<file path="config.mk">
export PLATFORM = sky130hd
export DESIGN_NAME = reload_down_timer
export DESIGN_NICKNAME = d
export VERILOG_FILES = /design/src/rtl/tmr_pkg.sv /design/src/rtl/tmr_prescaler.sv /design/src/rtl/tmr_count.sv /design/src/rtl/tmr_regs.sv /design/src/rtl/reload_down_timer.sv
export SDC_FILE = /design/constraint.sdc
export NUM_CORES = 1
export LEC_CHECK = 0
export ABC_AREA = 0
export ABC_CLOCK_PERIOD_IN_PS = 8000
export BUFFER_PORTS_ARGS = -buffer_cell sky130_fd_sc_hd__buf_2
export CORE_UTILIZATION = 40
export CTS_CLUSTER_SIZE = 10
export DETAILED_ROUTE_END_ITERATION = 10
export GPL_ROUTABILITY_DRIVEN = 0
export GPL_TIMING_DRIVEN = 0
export PLACE_DENSITY = 0.61
export SLEW_MARGIN = 25
export SYNTH_ARGS = -nofsm -noshare
export SYNTH_HDL_FRONTEND = slang
export SYNTH_SLANG_ARGS = --single-unit
</file>
<file path="constraint.sdc">
create_clock -name clk -period 8 [get_ports clk]
set_clock_uncertainty 0.05 [all_clocks]
set_input_delay 1.6 -clock clk [delete_from_list [all_inputs] [get_ports clk]]
set_output_delay 1.6 -clock clk [all_outputs]
set_load 0.02 [all_outputs]
</file>
<file path="src/rtl/tmr_pkg.sv">
package tmr_pkg;
  localparam logic [1:0] SEL_RELOAD  = 2'd0;
  localparam logic [1:0] SEL_COUNT   = 2'd1;
  localparam logic [1:0] SEL_CTRL    = 2'd2;
  localparam logic [1:0] SEL_CAPTURE = 2'd3;

  localparam int CODE_W   = 3;
  localparam int CTRL_W   = 10;
  localparam int BIT_IE   = 5;
  localparam int BIT_FLAG = 8;
endpackage

</file>
<file path="src/rtl/tmr_prescaler.sv">
module tmr_prescaler
  import tmr_pkg::*;
#(
  parameter int NUM_DIV    = 5,
  parameter int BASE_SHIFT = 2,
  parameter int DIV_STEP   = 2
) (
  input  logic              clk,
  input  logic              rst_n,
  input  logic              run,
  input  logic [CODE_W-1:0] code,
  output logic              tick
);
  localparam int PRE_W = BASE_SHIFT + DIV_STEP * (NUM_DIV - 1);

  logic [PRE_W-1:0]   pre_q;
  logic [NUM_DIV-1:0] hit;

  // every divisor is a power of two dividing 2**PRE_W, so wrap is seamless
  for (genvar g = 0; g < NUM_DIV; g++) begin : g_hit
    localparam int SH = BASE_SHIFT + DIV_STEP * g;
    assign hit[g] = &pre_q[SH-1:0];
  end

  always_comb begin
    tick = 1'b0;
    for (int i = 0; i < NUM_DIV; i++) begin
      if (run && code == CODE_W'(i)) tick = hit[i];
    end
  end

  always_ff @(posedge clk or negedge rst_n) begin
    if (!rst_n)    pre_q <= '0;
    else if (!run) pre_q <= '0;
    else           pre_q <= pre_q + 1'b1;
  end
endmodule

</file>
<file path="src/rtl/tmr_count.sv">
module tmr_count #(
  parameter int CNT_W = 32
) (
  input  logic             clk,
  input  logic             rst_n,
  input  logic             load,
  input  logic [CNT_W-1:0] load_val,
  input  logic             tick,
  input  logic [CNT_W-1:0] reload_val,
  output logic [CNT_W-1:0] count,
  output logic             uflow
);
  assign uflow = tick && (count == '0) && !load;

  always_ff @(posedge clk or negedge rst_n) begin
    if (!rst_n)    count <= '1;
    else if (load) count <= load_val;
    else if (tick) count <= (count == '0) ? reload_val : count - 1'b1;
  end
endmodule

</file>
<file path="src/rtl/tmr_regs.sv">
module tmr_regs
  import tmr_pkg::*;
#(
  parameter int CNT_W = 32
) (
  input  logic              clk,
  input  logic              rst_n,
  input  logic              wr,
  input  logic [1:0]        sel,
  input  logic [CNT_W-1:0]  wdata,
  input  logic              uflow,
  output logic [CNT_W-1:0]  reload_val,
  output logic [CNT_W-1:0]  capture_val,
  output logic [CTRL_W-1:0] ctrl_q,
  output logic              flag
);
  logic wr_ctrl;
  assign wr_ctrl = wr && (sel == SEL_CTRL);

  always_ff @(posedge clk or negedge rst_n) begin
    if (!rst_n) begin
      reload_val  <= '1;
      capture_val <= '0;
      ctrl_q      <= '0;
      flag        <= 1'b0;
    end else begin
      if (wr && sel == SEL_RELOAD)  reload_val  <= wdata;
      if (wr && sel == SEL_CAPTURE) capture_val <= wdata;
      if (wr_ctrl) begin
        ctrl_q           <= wdata[CTRL_W-1:0];
        ctrl_q[BIT_FLAG] <= 1'b0;
      end
      if (uflow)                         flag <= 1'b1;
      else if (wr_ctrl && !wdata[BIT_FLAG]) flag <= 1'b0;
    end
  end
endmodule

</file>
<file path="src/rtl/reload_down_timer.sv">
module reload_down_timer
  import tmr_pkg::*;
#(
  parameter int CNT_W      = 32,
  parameter int NUM_DIV    = 5,
  parameter int BASE_SHIFT = 2,
  parameter int DIV_STEP   = 2
) (
  input  logic             clk,
  input  logic             rst_n,
  input  logic             run_en,
  input  logic             reg_wr,
  input  logic [1:0]       reg_sel,
  input  logic [CNT_W-1:0] reg_wdata,
  output logic [CNT_W-1:0] reg_rdata,
  output logic             irq
);
  logic              tick;
  logic              uflow;
  logic              flag;
  logic [CNT_W-1:0]  count_val;
  logic [CNT_W-1:0]  reload_val;
  logic [CNT_W-1:0]  capture_val;
  logic [CTRL_W-1:0] ctrl_q;

  tmr_prescaler #(
    .NUM_DIV(NUM_DIV), .BASE_SHIFT(BASE_SHIFT), .DIV_STEP(DIV_STEP)
  ) u_pre (
    .clk(clk), .rst_n(rst_n), .run(run_en),
    .code(ctrl_q[CODE_W-1:0]), .tick(tick)
  );

  tmr_count #(.CNT_W(CNT_W)) u_cnt (
    .clk(clk), .rst_n(rst_n),
    .load(reg_wr && reg_sel == SEL_COUNT), .load_val(reg_wdata),
    .tick(tick), .reload_val(reload_val),
    .count(count_val), .uflow(uflow)
  );

  tmr_regs #(.CNT_W(CNT_W)) u_regs (
    .clk(clk), .rst_n(rst_n), .wr(reg_wr), .sel(reg_sel),
    .wdata(reg_wdata), .uflow(uflow),
    .reload_val(reload_val), .capture_val(capture_val),
    .ctrl_q(ctrl_q), .flag(flag)
  );

  always_comb begin
    unique case (reg_sel)
      SEL_RELOAD: reg_rdata = reload_val;
      SEL_COUNT:  reg_rdata = count_val;
      SEL_CTRL: begin
        reg_rdata                 = '0;
        reg_rdata[CTRL_W-1:0]     = ctrl_q;
        reg_rdata[BIT_FLAG]       = flag;
      end
      default:    reg_rdata = capture_val;
    endcase
  end

  assign irq = flag && ctrl_q[BIT_IE];
endmodule

</file>
After elaboration in Yosys (flattened, before gate mapping)
Cells that the tools add are included.
Widths: inputs -> output; s select.
{"block": "classes", "n_addsub": 2, "n_eq_ne": 7, "mux": 12, "reduce_logical": 25}
{"op": "$mux 32", "n": 3}
{"op": "$pmux 32 s3", "n": 1}
{"op": "$logic_not 32->1", "n": 1}
{"op": "$sub 32x1->32 const B", "n": 1}
{"op": "$logic_and 1x1->1", "n": 13}
{"op": "$add 10x1->10 const B", "n": 1}
{"op": "$mux 10", "n": 1}
{"op": "$reduce_and 10->1", "n": 1}
{"op": "$reduce_and 8->1", "n": 1}
{"op": "$mux 1", "n": 7}
{"op": "$eq 3x2->1 const B", "n": 2}
{"op": "$reduce_and 6->1", "n": 1}
{"op": "$eq 2x2->1 const B", "n": 2}
{"op": "$reduce_and 4->1", "n": 1}
{"op": "$reduce_bool 2->1", "n": 2}
{"op": "$eq 3x1->1 const B", "n": 1}
{"op": "$eq 3x3->1 const B", "n": 1}
{"op": "$logic_not 3->1", "n": 1}
{"op": "$eq 2x1->1 const B", "n": 1}
{"op": "$logic_not 1->1", "n": 2}
{"op": "$logic_not 2->1", "n": 1}
{"op": "$reduce_and 2->1", "n": 1}
{"block": "word_totals", "regBits": 116, "in_bits": 38, "output_inout_bits": 33, "elab_cells": 52}

Depth between registers and ports, before layout
{"block": "logic_depth", "word_depth": 10, "ltp_mapped": 9, "mapped_depth_nobuf": 8}

Cells and area by module
From an unflattened synthesis, not the netlist that was laid out.
{"block": "unflattened", "cells_unflattened": 581, "hier_area_um2": 6523.8}
{"mod": "tmr_regs", "n_inst": 1, "cells_per_inst": 161, "area_each_um2": 2807.7, "seq_area_each_um2": 1891.8}
{"mod": "tmr_count", "n_inst": 1, "cells_per_inst": 299, "area_each_um2": 2447.3, "seq_area_each_um2": 840.8}
{"mod": "reload_down_timer", "n_inst": 1, "cells_per_inst": 68, "area_each_um2": 762.0, "seq_area_each_um2": 0.0}
{"mod": "tmr_prescaler", "n_inst": 1, "cells_per_inst": 53, "area_each_um2": 506.7, "seq_area_each_um2": 250.2}

Worst setup path after synthesis
Ideal clock, no wire load.
{"block": "synth_timing", "path_type": "input -> output", "from": "input port reg_sel[0]", "to": "output port reg_rdata[11]", "arrival_ps": 3498, "setup_slack_ps": 2852, "cell_stages": 5, "path_cell_list": "clkbuf_1 buf_1 buf_1 mux2i_1 o21ai_0"}
{"block": "synth_between", "elab_chain_len": 2, "word_cells_on_any_way": 4}
{"item": "start: declaration", "line_no": "reload_down_timer.sv:13", "text": "input logic [1:0] reg_sel,"}
{"item": "$eq 2x2->1 (tied with other cells)", "line_no": "reload_down_timer.sv:48", "text": "unique case (reg_sel)"}
{"item": "$pmux 32 s3 *", "line_no": "reload_down_timer.sv:48"}
{"item": "end: declaration", "line_no": "reload_down_timer.sv:15", "text": "output logic [CNT_W-1:0] reg_rdata,"}
Every way passes the cells marked *; elsewhere a longest branch is shown, timed or not.

Final worst setup path
{"block": "layout_timing", "from": "input port reg_sel[0]", "to": "output port reg_rdata[16]"}
Same word-level chain as after synthesis.

==> results.json <==
{
  "powerDensity_nw_per_um2": 244.2,
  "num_io_pins": 71,
  "place_hpwl_um": 13040,
  "post-place-ws_ns": 2.083,
  "finalMaxSlewViolations": 0,
  "total_power_w": 0.001918,
  "grt_first_pass_wirelength_um": 29730,
  "regArea_um2": 2983,
  "period_share": 0.7378,
  "grt_pass1_vias": 5423,
  "hold_class": "reg2reg",
  "rsz0062_at_grt": "no",
  "fmaxAchievable_ghz": 0.1694,
  "area_growth_pct": 18.36,
  "antenna_cells": 0,
  "required_ns": 6.35,
  "wirelength_um": 18700,
  "drive_above_1_share": 0.3773,
  "cp_slowest_cell": "buf_1",
  "setup_tns_ns": 0,
  "die-area_um2": 17110,
  "clockRootBuffer": "clkbuf_16",
  "cp.arrival_ns": 4.25,
  "antenna_found_initial": 0,
  "cts_setup_buffers": 0,
  "slew_headroom": 0.3869,
  "worst_slack_ns": 2.098,
  "setup_viol": 0,
  "synth_cells": 620,
  "dr.pass1.iters": 5,
  "cts_tree": "done",
  "htree_levels": 4,
  "clk_latency_ns": 0.43,
  "cp-start-kind": "input port",
  "crit_chain": "clkbuf_1, buf_1, buf_1, mux2i_1, o21ai_0, buf_2",
  "port_buffers": 68,
  "async_reset_ff_frac": 1.000,
  "track_usage": 0.2364,
  "drt_iter0_drc": 346,
  "vias_per_cell": 5.728,
  "syn_nets": 661,
  "max_cap_violations": 0,
  "grt_max_degree": 64,
  "ff2ff_setup_slack_ns": 4.94,
  "end_kind": "output pin",
  "n_fill_cell": 1466,
  "clk_path_buf_depth": 2,
  "cts_resized": 0,
  "die_h_um": 130.8,
  "critPathMostFrequentCell": "buf_1",
  "criticalPathCategory": "in2out",
  "status": "complete, no violations",
  "cts_sinks": 116,
  "ir_drop_mv": 0.1779,
  "start_util": 0.4133,
  "fin_nets": 749,
  "ant_nets": 0,
  "crit_buf_inv": 4,
  "holdBufCountCts": 0,
  "critPathMaxFanout": 10,
  "ys_ff_latch": 116,
  "synth_edf_count": 0,
  "ys_seq_area_frac": 0.4495,
  "holdWs_ns": 0.4457,
  "ys.flop_type": "dfstp_2",
  "grt_overflow": 0,
  "synth.distinct_cells": 64,
  "wl_per_cell_um": 19.96,
  "critPathTopFamily": "buffers and inverters",
  "hold_viol_final": 0,
  "rows": 46,
  "path_clk_slew_ns": 0.05,
  "yosys_warnings": 0,
  "worst_slew_pin_slew_ns": 0.9156,
  "avgSynthCellArea_um2": 10.70,
  "cts_buffers": 17,
  "max_stage_delay_ns": 0.75,
  "die_width_um": 130.8,
  "multi_input_area_um2": 3457,
  "vias": 5367,
  "p_leak_nw": 3.216,
  "post-route-drc-count": 0,
  "fin_crit_ns": 5.902,
  "coreArea_um2": 16060,
  "syn-cell-area_um2": 6636
}
## synth_stat cells, types with 2 or more instances
library cell,count,area share
and3_1,2,0.0019
or4_4,3,0.0051
o21ai_1,4,0.0030
xor2_1,11,0.015
and2_1,11,0.010
a31oi_1,5,0.0047
buf_1,7,0.0040
dfrtp_1,52,0.20
nor3_1,8,0.0060
a31o_2,2,0.0026
nand2_1,61,0.035
mux2i_1,32,0.048
o2111ai_1,2,0.0026
xnor2_1,15,0.020
nand4_1,7,0.0066
nor4_1,5,0.0047
nor4_2,2,0.0038
inv_1,5,0.0028
o211ai_1,20,0.023
nor2_1,38,0.021
buf_2,6,0.0045
ha_1,3,0.0057
nor2b_1,2,0.0019
nor3_2,4,0.0060
clkbuf_1,29,0.016
or2_2,2,0.0019
nand3_1,21,0.016
or3_1,5,0.0047
o21ai_0,27,0.020
mux4_2,9,0.031
nand2b_1,3,0.0028
a311oi_1,3,0.0040
or4_1,3,0.0034
o41ai_1,3,0.0040
mux2_2,73,0.12
nor4_4,3,0.0096
nor3b_2,2,0.0038
a21oi_1,38,0.029
o22ai_1,3,0.0028
o32ai_1,2,0.0026
dfstp_2,64,0.25
## routing by layer
layer  track usage  up-vias  share of wire  wire length (um)
met5             0        -              0                 0
met4        0.1034        0          0.020               372
met3       0.04967       36          0.056              1042
met2        0.3722      187           0.47              8862
met1        0.3144     2689           0.45              8426
li1              -     2455              -                 -
## flip-flops by register name, summed over array words and instances (netlist names)
signal,cells
u_cnt.count,32
u_pre.pre_q,10
u_regs.capture_val,32
u_regs.ctrl_q,9
u_regs.flag,1
u_regs.reload_val,32
## cell families after synthesis
logic type,Yosys count,share of synthesized area
and+or+nand+nor,193,0.1623
AOI/OAI and AO/OA,118,0.1111
muxes,115,0.2066
DFF,116,0.4495
buffers and inverters,49,0.03054
adders and majority gates,3,0.005657
xor gates and xnor gates,26,0.03431
## worst register-to-register path, stage by stage (launching register included)
cell and delay, ns:
dfrtp_1 0.39, ha_1 0.27, nor2_1 0.08, a311oi_1 0.32, a21oi_1 0.15, nor3b_2 0.78
nand2_1 0.25, clkbuf_1 0.39, o211ai_1 0.31
## power by group
| group | switching (W) | internal [W] |
|---|---|---|
| Sequential | 0.0000950 | 0.000733 |
| Combinational | 0.000184 | 0.000169 |
| Clock | 0.000257 | 0.000481 |
## final timing paths
kind / start / endpoint / depth (start not counted)
setup / recovery: reg_sel[0] / reg_rdata[16] / 6
hold / removal: u_pre.pre_q[0] / u_pre.pre_q[0] / 1
setup reg to reg: u_pre.pre_q[0] / u_cnt.count[23] / 8
hold reg to reg: u_pre.pre_q[0] / u_pre.pre_q[0] / 1
max in group asynchronous: rst_n / u_regs.reload_val[4] / 2
min in group asynchronous: rst_n / u_regs.capture_val[22] / 1
## layout by cell type (no fill, tap or decap), drive strengths merged, types with 2 or more instances in the layout
master,count
xnor2,15
a21oi,38
nor4b,2
nor2b,2
clkbuf,56
or2,3
and2,11
o32ai,2
inv,5
o21ai,31
nand3,21
nor2,38
o22ai,3
mux2,73
nand4,8
nand2,61
nor3b,3
nor4,10
or3,5
buf,84
nand2b,3
a31oi,5
dfrtp,52
bufinv,2
xor2,11
mux2i,32
a311oi,3
and3,2
a31o,3
clkinv,3
or4,6
o2111ai,2
dfstp,64
o41ai,3
o211ai,20
mux4,10
ha,3
nor3,13
## through the flow
stage                 util  instance area, um^2  std cells
CTS                 0.4888                 7849        937
global route        0.4892                 7855        937
global placement    0.4513                 7247        904
finish              0.4892                 7855        937
detailed placement  0.4534                 7281        905
floorplan                -                 6636        620
## cell type report
type	count	share of cell area
Buffer	44	0.02342
Clock buffer	27	0.06276
Clock inverter	5	0.009557
Inverter	5	0.002389
Multi-Input combinational cell	455	0.4401
Sequential cell	116	0.3797
Tap cell	216	0.03441
Timing Repair Buffer	69	0.04763
No activity file was read; power rests on OpenSTA's default activity.
